### src/rtl/pgdec_pkg.sv
package pgdec_pkg;

  typedef enum logic [1:0] {
    ACC_NONE = 2'd0,
    ACC_PROG = 2'd1,
    ACC_DATA = 2'd2
  } acc_e;

  // Program strobe outranks the data strobes.
  function automatic acc_e classify(input logic prog, input logic rd, input logic wr);
    if (prog)          return ACC_PROG;
    else if (rd || wr) return ACC_DATA;
    else               return ACC_NONE;
  endfunction

endpackage

### src/rtl/pgdec_page_reg.sv
module pgdec_page_reg #(
  parameter int ADDR_W    = 16,
  parameter int PAGE_W    = 8,
  parameter int PAGE_ADDR = 16'h2010
) (
  input  logic              clk,
  input  logic              rst,
  input  logic              wr_en,
  input  logic [ADDR_W-1:0] addr,
  input  logic [PAGE_W-1:0] wdata,
  output logic [PAGE_W-1:0] page
);

  localparam logic [ADDR_W-1:0] HIT_ADDR = ADDR_W'(PAGE_ADDR);

  logic hit;
  assign hit = wr_en && (addr == HIT_ADDR);

  always_ff @(posedge clk) begin
    if (rst)      page <= '0;
    else if (hit) page <= wdata;
  end

endmodule

### src/rtl/pgdec_prog_map.sv
module pgdec_prog_map #(
  parameter int MAIN_SECTS = 8,
  parameter int PAGE_W     = 8
) (
  input  logic                  fetch,
  input  logic [1:0]            top_bits,
  input  logic [PAGE_W-1:0]     page,
  output logic [MAIN_SECTS-1:0] sel
);

  localparam int COMMON = 2;
  localparam int SLOTS  = 2;

  logic upper;
  logic slot_bit;
  assign upper    = top_bits[1];
  assign slot_bit = top_bits[0];

  for (genvar i = 0; i < MAIN_SECTS; i++) begin : g_sect
    if (i < COMMON) begin : g_common
      assign sel[i] = fetch && !upper && (slot_bit == 1'(i));
    end else begin : g_paged
      localparam int PG = (i - COMMON) / SLOTS;
      localparam int SL = (i - COMMON) % SLOTS;
      assign sel[i] = fetch && upper && (page == PAGE_W'(PG)) && (slot_bit == 1'(SL));
    end
  end

endmodule

### src/rtl/pgdec_data_map.sv
module pgdec_data_map #(
  parameter int ADDR_W     = 16,
  parameter int SEC_SEGS   = 4,
  parameter int SRAM_BYTES = 8192,
  parameter int REG_BASE   = 16'h2000,
  parameter int REG_BYTES  = 256
) (
  input  logic                access,
  input  logic [ADDR_W-1:0]   addr,
  output logic [SEC_SEGS-1:0] sec_sel,
  output logic                sram_sel,
  output logic                reg_sel
);

  localparam int SEG_W     = $clog2(SEC_SEGS);
  localparam int REG_SH    = $clog2(REG_BYTES);
  localparam int REG_TAG_W = ADDR_W - REG_SH;
  localparam logic [REG_TAG_W-1:0] REG_TAG   = REG_TAG_W'(REG_BASE >> REG_SH);
  localparam logic [ADDR_W-1:0]    SRAM_TOP  = ADDR_W'(SRAM_BYTES);

  logic             upper;
  logic [SEG_W-1:0] seg_idx;
  assign upper   = addr[ADDR_W-1];
  assign seg_idx = addr[ADDR_W-2 -: SEG_W];

  for (genvar j = 0; j < SEC_SEGS; j++) begin : g_seg
    assign sec_sel[j] = access && upper && (seg_idx == SEG_W'(j));
  end

  assign sram_sel = access && (addr < SRAM_TOP);
  assign reg_sel  = access && (addr[ADDR_W-1:REG_SH] == REG_TAG);

endmodule

### src/rtl/pgdec_top.sv
module pgdec_top #(
  parameter int ADDR_W     = 16,
  parameter int DATA_W     = 8,
  parameter int MAIN_SECTS = 8,
  parameter int SEC_SEGS   = 4,
  parameter int SRAM_BYTES = 8192,
  parameter int REG_BASE   = 16'h2000,
  parameter int REG_BYTES  = 256,
  parameter int PAGE_OFS   = 16'h0010
) (
  input  logic                  clk,
  input  logic                  rst,
  input  logic [ADDR_W-1:0]     bus_addr,
  input  logic                  prog_stb,
  input  logic                  rd_stb,
  input  logic                  wr_stb,
  input  logic [DATA_W-1:0]     bus_wdata,
  output logic [MAIN_SECTS-1:0] main_cs,
  output logic [SEC_SEGS-1:0]   sec_cs,
  output logic                  sram_cs,
  output logic                  reg_cs
);
  import pgdec_pkg::*;

  localparam int PAGE_ADDR = REG_BASE + PAGE_OFS;
  localparam int NUM_PAGES = (MAIN_SECTS - 2) / 2;
  localparam logic [ADDR_W-1:0] PAGE_ADDR_V = ADDR_W'(PAGE_ADDR);

  acc_e              acc;
  logic              is_fetch;
  logic              is_data;
  logic [DATA_W-1:0] page_q;
  logic [MAIN_SECTS-1:0] main_d;
  logic [SEC_SEGS-1:0]   sec_d;
  logic              sram_d;
  logic              reg_d;

  assign acc      = classify(prog_stb, rd_stb, wr_stb);
  assign is_fetch = (acc == ACC_PROG);
  assign is_data  = (acc == ACC_DATA);

  pgdec_page_reg #(
    .ADDR_W    (ADDR_W),
    .PAGE_W    (DATA_W),
    .PAGE_ADDR (PAGE_ADDR)
  ) u_page (
    .clk   (clk),
    .rst   (rst),
    .wr_en (is_data && wr_stb),
    .addr  (bus_addr),
    .wdata (bus_wdata),
    .page  (page_q)
  );

  pgdec_prog_map #(
    .MAIN_SECTS (MAIN_SECTS),
    .PAGE_W     (DATA_W)
  ) u_prog (
    .fetch    (is_fetch),
    .top_bits (bus_addr[ADDR_W-1 -: 2]),
    .page     (page_q),
    .sel      (main_d)
  );

  pgdec_data_map #(
    .ADDR_W     (ADDR_W),
    .SEC_SEGS   (SEC_SEGS),
    .SRAM_BYTES (SRAM_BYTES),
    .REG_BASE   (REG_BASE),
    .REG_BYTES  (REG_BYTES)
  ) u_data (
    .access   (is_data),
    .addr     (bus_addr),
    .sec_sel  (sec_d),
    .sram_sel (sram_d),
    .reg_sel  (reg_d)
  );

  always_ff @(posedge clk) begin
    if (rst) begin
      main_cs <= '0;
      sec_cs  <= '0;
      sram_cs <= 1'b0;
      reg_cs  <= 1'b0;
    end else begin
      main_cs <= main_d;
      sec_cs  <= sec_d;
      sram_cs <= sram_d;
      reg_cs  <= reg_d;
    end
  end

  // Checks armed once one decode cycle has followed reset.
  logic chk_armed;
  always_ff @(posedge clk) begin
    if (rst) chk_armed <= 1'b0;
    else     chk_armed <= 1'b1;
  end


  cs_onehot_chk: assert property (@(posedge clk) disable iff (rst)
    $onehot0({reg_cs, sram_cs, sec_cs, main_cs}));


  idle_quiet_chk: assert property (@(posedge clk) disable iff (rst)
    (chk_armed && !$past(prog_stb || rd_stb || wr_stb))
      |-> ({reg_cs, sram_cs, sec_cs, main_cs} == '0));


  common_low_chk: assert property (@(posedge clk) disable iff (rst)
    (chk_armed && $past(prog_stb) && !$past(bus_addr[ADDR_W-1]))
      |-> (main_cs[1:0] != 2'b00));


  bad_page_chk: assert property (@(posedge clk) disable iff (rst)
    (chk_armed && $past(prog_stb) && $past(bus_addr[ADDR_W-1]) &&
     ($past(page_q) >= DATA_W'(NUM_PAGES)))
      |-> (main_cs == '0));


  seg_pick_chk: assert property (@(posedge clk) disable iff (rst)
    (chk_armed && $past(!prog_stb && (rd_stb || wr_stb)) && $past(bus_addr[ADDR_W-1]))
      |-> $onehot(sec_cs));


  page_load_chk: assert property (@(posedge clk) disable iff (rst)
    (chk_armed && $past(wr_stb && !prog_stb && (bus_addr == PAGE_ADDR_V)))
      |-> (page_q == $past(bus_wdata)));

endmodule

### config.mk
export PLATFORM = sky130hd
export DESIGN_NAME = pgdec_top
export DESIGN_NICKNAME = d
export VERILOG_FILES = /design/src/rtl/pgdec_pkg.sv /design/src/rtl/pgdec_page_reg.sv /design/src/rtl/pgdec_prog_map.sv /design/src/rtl/pgdec_data_map.sv /design/src/rtl/pgdec_top.sv
export SDC_FILE = /design/constraint.sdc
export NUM_CORES = 1
export LEC_CHECK = 0
export BUFFER_PORTS_ARGS = -buffer_cell sky130_fd_sc_hd__buf_4
export CAP_MARGIN = 20
export CORE_AREA = 2 2 53 55
export DETAILED_ROUTE_END_ITERATION = 12
export DIE_AREA = 0 0 55 57
export PLACE_DENSITY = 0.68
export SYNTH_ARGS = -nofsm -noshare
export SYNTH_HDL_FRONTEND = slang
export SYNTH_HIERARCHICAL = 1
export SYNTH_SLANG_ARGS = --single-unit
### constraint.sdc
create_clock -name clk -period 1.2 [get_ports clk]
set_input_delay 0.24 -clock clk [delete_from_list [all_inputs] [get_ports clk]]
set_output_delay 0.24 -clock clk [all_outputs]
set_load 0.03 [all_outputs]
==> impl_metrics.json, run 1 <==
{
  "setup_viol": 6,
  "layout.nets": 178,
  "dieHeight_um": 57,
  "dr_total_vias": 854,
  "grt_max_degree": 31,
  "tightest_slew_ns": 0.291,
  "fmax_mhz": 736,
  "cp.buffers_inverters": 0,
  "drtAntennaViolNets": 0,
  "layout_min_cycle_time_ns": 1.36,
  "finClkSkew_ns": 0.00339,
  "htree_levels": 1,
  "ys_seq_area_frac": 0.429,
  "gr-max-usage-layer": "met2",
  "final_cell_area_um2": 1540,
  "cts_root_buffer": "clkbuf_4",
  "maxSlewHeadroom": 0.806,
  "grt-ovfl-total": 0,
  "finalHoldViolations": 0,
  "cp_top_family": "simple AND/OR/NAND/NOR gates",
  "ys_top_cells_by_count": "dfxtp_1 (22), nand2b_1 (19), nor2b_2 (10), mux2i_1 (8)",
  "slew_viol_final": 0,
  "ys_ff_latch": 22,
  "async_flop_share": 0,
  "grt_setup_unrepaired": "true",
  "coreArea_um2": 2620,
  "synth_most_common_cell": "dfxtp_1",
  "finalPower_mw": 1.51,
  "num_antenna_cells": 0,
  "syn_avg_cell_area_um2": 10.3,
  "drc_errors": 0,
  "drive_gt1_frac": 0.514,
  "synth_fp_nets": 129,
  "cts-buffers-inserted": 3,
  "grt_util_met3": 0.0262,
  "place.gp.congestion": 0.786,
  "crit_required_ns": 1.46,
  "design.die.area_um2": 3140,
  "use_met1": 0.166,
  "cts_sinks": 22,
  "worst-endpoint-arrival_ns": 1.61,
  "synth_ff_type": "dfxtp_1",
  "area_delta_synth_final_pct": 50.0,
  "dp_hpwl_mm": 1.60,
  "wl_mm": 2.10,
  "violations": "setup timing",
  "start_util": 0.392,
  "wl_per_cell_um": 11.7,
  "crit_path_end_kind": "flip-flop",
  "p_per_area_nw_per_um2": 982,
  "grt_antenna_before_repair": 0,
  "grt_pass1_wl_mm": 3.29,
  "yosysWarningCount": 6,
  "critPathSlowestCell": "or4_4",
  "maxCapViolCount": 0,
  "setup_ws_ns": -0.159,
  "postPlaceCellArea_um2": 1410,
  "cts_hold_buffers": 0,
  "worst_setup_path_start_kind": "flip-flop",
  "numPortBuffers": 42,
  "outcome": "finished, violations left",
  "synth_top_area_frac": 0.429,
  "path_class": "flip-flop to flip-flop",
  "avgViaCountPerCell": 4.77,
  "synthCells": 100,
  "synthTopCellsByArea": "dfxtp_1 (43%), nand2b_1 (12%), nor2b_2 (8.5%)",
  "grt_pass1_vias": 804,
  "cts_tree": "done",
  "yosysTopAreaCell": "dfxtp_1",
  "r2r_setup_slack_ns": -0.16,
  "leakage_nw": 0.624,
  "whs_ns": 0.187,
  "slowest_delay_ns": 0.60,
  "cts_setup_buffers": 0,
  "hold_path_class": "primary input to flip-flop",
  "syn_area_um2": 1030,
  "yosys.cell_types.count": 25,
  "fp.dieW_um": 55,
  "track_usage": 0.142,
  "pin_count": 43,
  "grt_util_met2": 0.243,
  "dr.first_iter.drc_count": 8,
  "peakVddDrop_mv": 0.583,
  "worst-path-max-fanout": 6,
  "num_rows": 19,
  "synth-edff-count": 0,
  "path_cells": "or4_4 -> nor4_2 -> nor2b_2",
  "clk_latency_ns": 0.30,
  "period_share": 1.13,
  "path_clk_slew_ns": 0.12,
  "cts_buffer_depth": 2,
  "drtPass1Iterations": 3
}
## power by group
group          internal (mW)  switching [mW]
Sequential             0.736         0.00137
Combinational          0.123          0.0909
Clock                  0.337           0.224
## final timing paths
kind,to,from,cells after the start
worst min register to register,u_page/page[5],u_page/page[5],2
worst max register to register,main_cs[7],u_page/page[3],3
worst max-delay path,main_cs[7],u_page/page[3],3
worst min-delay path,u_page/page[3],bus_wdata[3],3
## registers in the layout, indices dropped and copies added, names as in the netlist
signal and flops:
sec_cs 4, main_cs 8, u_page/page 8, reg_cs 1, sram_cs 1
## tightest hold or removal path, stage by stage
cell	delay (ns)
buf_4	0.11
nand2b_1	0.05
mux2i_1	0.06
## final cells by class
type | count | area (um^2)
fillers | 237 | 1080
multi-input cells | 70 | 613
flip-flops and latches | 22 | 440
repair buffers | 49 | 383
well taps | 31 | 38.8
clock inverters | 1 | 30.0
clock buffers | 3 | 22.5
inverters | 3 | 11.3
## logic make-up (layout without fill, tap and decap cells)
family	after synthesis	in the layout	share of synthesized area
buffers and inverters	8	56	0.0415
muxes	8	8	0.0781
AOI/OAI and AO/OA	1	1	0.00976
DFF	22	22	0.429
and+or+nand+nor	61	61	0.441
## what timing repair did
item	4_1_cts	5_1_grt
gates cloned	0	0
gates resized for setup	6	7
pin swaps	2	2
endpoints found under the setup margin	14	14
## stage by stage
| stage | TNS [ns] | utilization | setup slack (ns) | std cells |
|---|---|---|---|---|
| floorplan | -1.21 | - | -0.129 | 100 |
| global placement | -3.69 | 0.539 | -0.292 | 175 |
| detailed placement | -4.28 | 0.539 | -0.367 | 175 |
| CTS | -0.847 | 0.574 | -0.170 | 179 |
| global route | -1.38 | 0.589 | -0.224 | 179 |
| finish | -0.784 | 0.589 | -0.159 | 179 |
## metal layers
metal / wire [um] / up-vias
met1: 872 / 382
met4: 42 / 0
met5: 0 / -
met3: 185 / 4
li1: - / 436
met2: 996 / 32
## cells in the final DEF (no fill, tap or decap), types with 3 or more instances in the layout
cell and instances:
nor2_1 4, buf_4 45, inv_1 3, buf_6 4, nor2b_2 10, dfxtp_1 22, mux2i_1 8, and2b_1 3
nor4b_4 3, nand2b_1 19, clkbuf_4 3, nor4_2 4, nor3_1 3
(Power assumes the default switching activity.)
==> inputs of run 2 (changes only) <==
--- a/config.mk
+++ b/config.mk
@@ -11,6 +11,7 @@
 export DETAILED_ROUTE_END_ITERATION = 12
 export DIE_AREA = 0 0 55 57
 export PLACE_DENSITY = 0.68
+export RECOVER_POWER = 50
 export SYNTH_ARGS = -nofsm -noshare
 export SYNTH_HDL_FRONTEND = slang
 export SYNTH_HIERARCHICAL = 1
==> impl_metrics.json, run 2 (synthesis gave the netlist of run 1 again) <==
{
  "outcome": "finished, violations left",
  "violations": "setup timing",
  "clk_latency_ns": 0.30,
  "fp.dieW_um": 55,
  "layout_min_cycle_time_ns": 1.36,
  "track_usage": 0.142,
  "avgViaCountPerCell": 4.82,
  "pin_count": 43,
  "top_regs": "main_cs: 8 flops, u_page/page: 8 flops, sec_cs: 4 flops",
  "grt_pass1_vias": 804,
  "num_antenna_cells": 0,
  "path_class": "flip-flop to flip-flop",
  "whs_ns": 0.187,
  "cts_tree": "done",
  "p_per_area_nw_per_um2": 992,
  "worst_setup_path_start_kind": "flip-flop",
  "final_cell_area_um2": 1520,
  "place.gp.congestion": 0.786,
  "finalHoldViolations": 0,
  "maxCapViolCount": 0,
  "tightest_slew_ns": 0.291,
  "dieHeight_um": 57,
  "setup_ws_ns": -0.159,
  "wl_mm": 2.10,
  "postPlaceCellArea_um2": 1410,
  "grt-ovfl-total": 0,
  "cts-buffers-inserted": 3,
  "numPortBuffers": 42,
  "htree_levels": 1,
  "placed_cells": 175,
  "drc_errors": 0,
  "drive_gt1_frac": 0.480,
  "layout.nets": 178,
  "cts_root_buffer": "clkbuf_4",
  "final_cell_mix": "buf_4 (39), dfxtp_1 (22), nand2b_1 (19)",
  "drtPass1Iterations": 2,
  "maxSlewHeadroom": 0.806,
  "grt_setup_unrepaired": "true",
  "layout_commonest_cell": "buf_4",
  "final_cells": 179,
  "grt_pass1_wl_mm": 3.29,
  "leakage_nw": 0.615,
  "area_delta_synth_final_pct": 47.7,
  "crit_path_end_kind": "flip-flop",
  "utilization": 0.579,
  "dr_total_vias": 862,
  "cts_hold_buffers": 0,
  "cts_sinks": 22,
  "slew_viol_final": 0,
  "setup_viol": 6,
  "grt_antenna_before_repair": 0,
  "finalPower_mw": 1.50,
  "dr.first_iter.drc_count": 9,
  "hold_path_class": "primary input to flip-flop",
  "worst-path-max-fanout": 6,
  "cts_buffer_depth": 2,
  "design.die.area_um2": 3140,
  "dp_hpwl_mm": 1.60,
  "start_util": 0.392,
  "crit_required_ns": 1.46,
  "peakVddDrop_mv": 0.581,
  "wl_per_cell_um": 11.7,
  "drtAntennaViolNets": 0,
  "period_share": 1.13,
  "grt_max_degree": 31,
  "fmax_mhz": 736,
  "finClkSkew_ns": 0.00387,
  "num_rows": 19,
  "cts_setup_buffers": 0,
  "worst-endpoint-arrival_ns": 1.62,
  "coreArea_um2": 2620,
  "path_clk_slew_ns": 0.12
}
[run 2: worst paths after layout]
path                            depth (start not counted)              to  slack [ns]            from
worst min register to register                          2  u_page/page[5]        0.48  u_page/page[5]
worst max-delay path                                    3      main_cs[7]       -0.16  u_page/page[3]
worst max register to register                          3      main_cs[7]       -0.16  u_page/page[3]
worst min-delay path                                    3  u_page/page[3]        0.19    bus_wdata[3]
[run 2: power breakdown]
group	switching (mW)	leakage [nW]	internal, mW	total (mW)
clock	0.222	0.0279	0.337	0.560
combinational	0.0899	0.409	0.117	0.207
sequential	0.00136	0.178	0.736	0.737
total	0.314	0.615	1.19	1.50
[run 2: metal layers]
metal | vias up | GRT usage | wire length [um]
met5 | - | 0 | 0
met4 | 0 | 0.0662 | 42
met3 | 4 | 0.0262 | 183
met2 | 32 | 0.243 | 1000
met1 | 389 | 0.166 | 871
li1 | 437 | - | -
[run 2: area by class of cell]
cell class / instances / area, um^2
clock buffer: 3 / 22.5
clock inverter: 1 / 30.0
fill: 242 / 1100
inverter: 3 / 11.3
multi-input combinational: 70 / 608
sequential: 22 / 440
tap: 31 / 38.8
timing repair buffer: 49 / 364
[run 2: through the flow]
| step | setup slack (ns) | TNS (ns) |
|---|---|---|
| after detailed placement | -0.367 | -4.28 |
| after global routing | -0.224 | -1.38 |
| after global placement | -0.292 | -3.69 |
| final | -0.159 | -0.785 |
| after floorplan | -0.129 | -1.21 |
| after CTS | -0.170 | -0.847 |
[run 2: timing repair]
item,in CTS,in global routing
resized for setup,6,7
setup endpoints to repair,14,14
pin swaps,2,2
[run 2: critical path, cell delays in order, from the launching register on]
cell	delay, ns
dfxtp_1	0.33
or4_4	0.60
nor4_2	0.22
nor2b_2	0.16
==> inputs of run 3 (changes only) <==
--- a/config.mk
+++ b/config.mk
@@ -12,6 +12,8 @@
 export DIE_AREA = 0 0 55 57
 export PLACE_DENSITY = 0.68
 export RECOVER_POWER = 50
+export REMOVE_ABC_BUFFERS = 1
+export SKIP_CTS_REPAIR_TIMING = 1
 export SYNTH_ARGS = -nofsm -noshare
 export SYNTH_HDL_FRONTEND = slang
 export SYNTH_HIERARCHICAL = 1
==> impl_metrics.json, run 3 (synthesis gave the netlist of run 1 again) <==
{
  "path_cells": "or4_4 -> nor4_1 -> nor2b_2",
  "critPathSlowestCell": "or4_4",
  "place.gp.congestion": 0.870,
  "htree_levels": 1,
  "maxCapViolCount": 0,
  "final_cell_mix": "buf_4 (41), dfxtp_1 (21), nand2b_1 (19)",
  "finalHoldViolations": 0,
  "leakage_nw": 0.598,
  "period_share": 1.15,
  "wl_per_cell_um": 11.7,
  "final_cells": 177,
  "coreArea_um2": 2620,
  "r2r_setup_slack_ns": -0.18,
  "maxSlewHeadroom": 0.737,
  "slew_viol_final": 0,
  "grt_antenna_before_repair": 0,
  "r2r_cells": 3,
  "peakVddDrop_mv": 0.550,
  "layout.nets": 176,
  "grt_max_degree": 31,
  "cts-buffers-inserted": 3,
  "violations": "setup timing",
  "fillers": 240,
  "setup_viol": 6,
  "num_antenna_cells": 0,
  "dr_total_vias": 869,
  "finalPower_mw": 1.34,
  "wl_mm": 2.08,
  "avgViaCountPerCell": 4.91,
  "worst-path-max-fanout": 6,
  "slowest_delay_ns": 0.59,
  "cts_tree": "done",
  "dieHeight_um": 57,
  "whs_ns": 0.193,
  "setup_ws_ns": -0.180,
  "drc_errors": 0,
  "grt_pass1_wl_mm": 3.41,
  "pin_count": 43,
  "crit_path_end_kind": "flip-flop",
  "top_regs": "main_cs: 8 flops, u_page/page: 8 flops, sec_cs: 4 flops",
  "place_ws_ns": -0.287,
  "drtPass1Iterations": 4,
  "postPlaceCellArea_um2": 1390,
  "r2r-start": "u_page/page[4]",
  "layout_commonest_cell": "buf_4",
  "grt_pass1_vias": 859,
  "finClkSkew_ns": 0.00171,
  "crit_start": "u_page/page[4]",
  "utilization": 0.570,
  "track_usage": 0.147,
  "cts_buffer_depth": 2,
  "drtAntennaViolNets": 0,
  "start_util": 0.392,
  "worst-endpoint-arrival_ns": 1.63,
  "num_rows": 19,
  "dp_hpwl_mm": 1.54,
  "worstHoldPathCells": 3,
  "design.die.area_um2": 3140,
  "path_clk_slew_ns": 0.12,
  "fmax_mhz": 725,
  "grt_setup_unrepaired": "true",
  "layout_min_cycle_time_ns": 1.38,
  "drive_gt1_frac": 0.493,
  "numPortBuffers": 42,
  "hp-start": "bus_wdata[3]",
  "area_delta_synth_final_pct": 45.2,
  "p_per_area_nw_per_um2": 900,
  "cts_sinks": 22,
  "path_class": "flip-flop to flip-flop",
  "placed_cells": 173,
  "final_cell_area_um2": 1490,
  "fp.dieW_um": 55,
  "grt-ovfl-total": 0,
  "crit_required_ns": 1.45,
  "fin_tns_setup_ns": -0.776,
  "cts_root_buffer": "clkbuf_4",
  "outcome": "finished, violations left",
  "hold_path_class": "primary input to flip-flop",
  "worst_setup_path_start_kind": "flip-flop",
  "tightest_slew_ns": 0.394,
  "dr.first_iter.drc_count": 9,
  "clk_latency_ns": 0.30
}
[run 3: final timing paths]
check / to
worst min-delay path: u_page/page[3]
worst min register to register: u_page/page[6]
worst max register to register: main_cs[7]
worst max-delay path: main_cs[7]
[run 3: critical path: cells and delay by family, from the launching register on]
family	cells	cell delay, ns
flip-flops	1	0.34
AND/OR/NAND/NOR	3	0.99
[run 3: area by class of cell]
class,instances,area (um^2),share of cell area
clock buffers,4,36.3,0.0243
multi-input cells,70,598,0.401
inverters,3,11.3,0.00756
well taps,31,38.8,0.0260
flip-flops and latches,22,442,0.296
repair buffers,47,364,0.244
[run 3: metal layers]
layer	wire length (um)	part of all wire	GRT usage	vias to the layer above
li1	-	-	-	434
met1	822	0.40	0.156	409
met2	1130	0.54	0.257	20
met3	82	0.039	0.0340	6
met4	42	0.020	0.0801	0
met5	0	0	0	-
[run 3: power breakdown]
part           internal [mW]  switching [mW]
logic                  0.116          0.0879
registers              0.736         0.00136
clock network          0.185           0.215
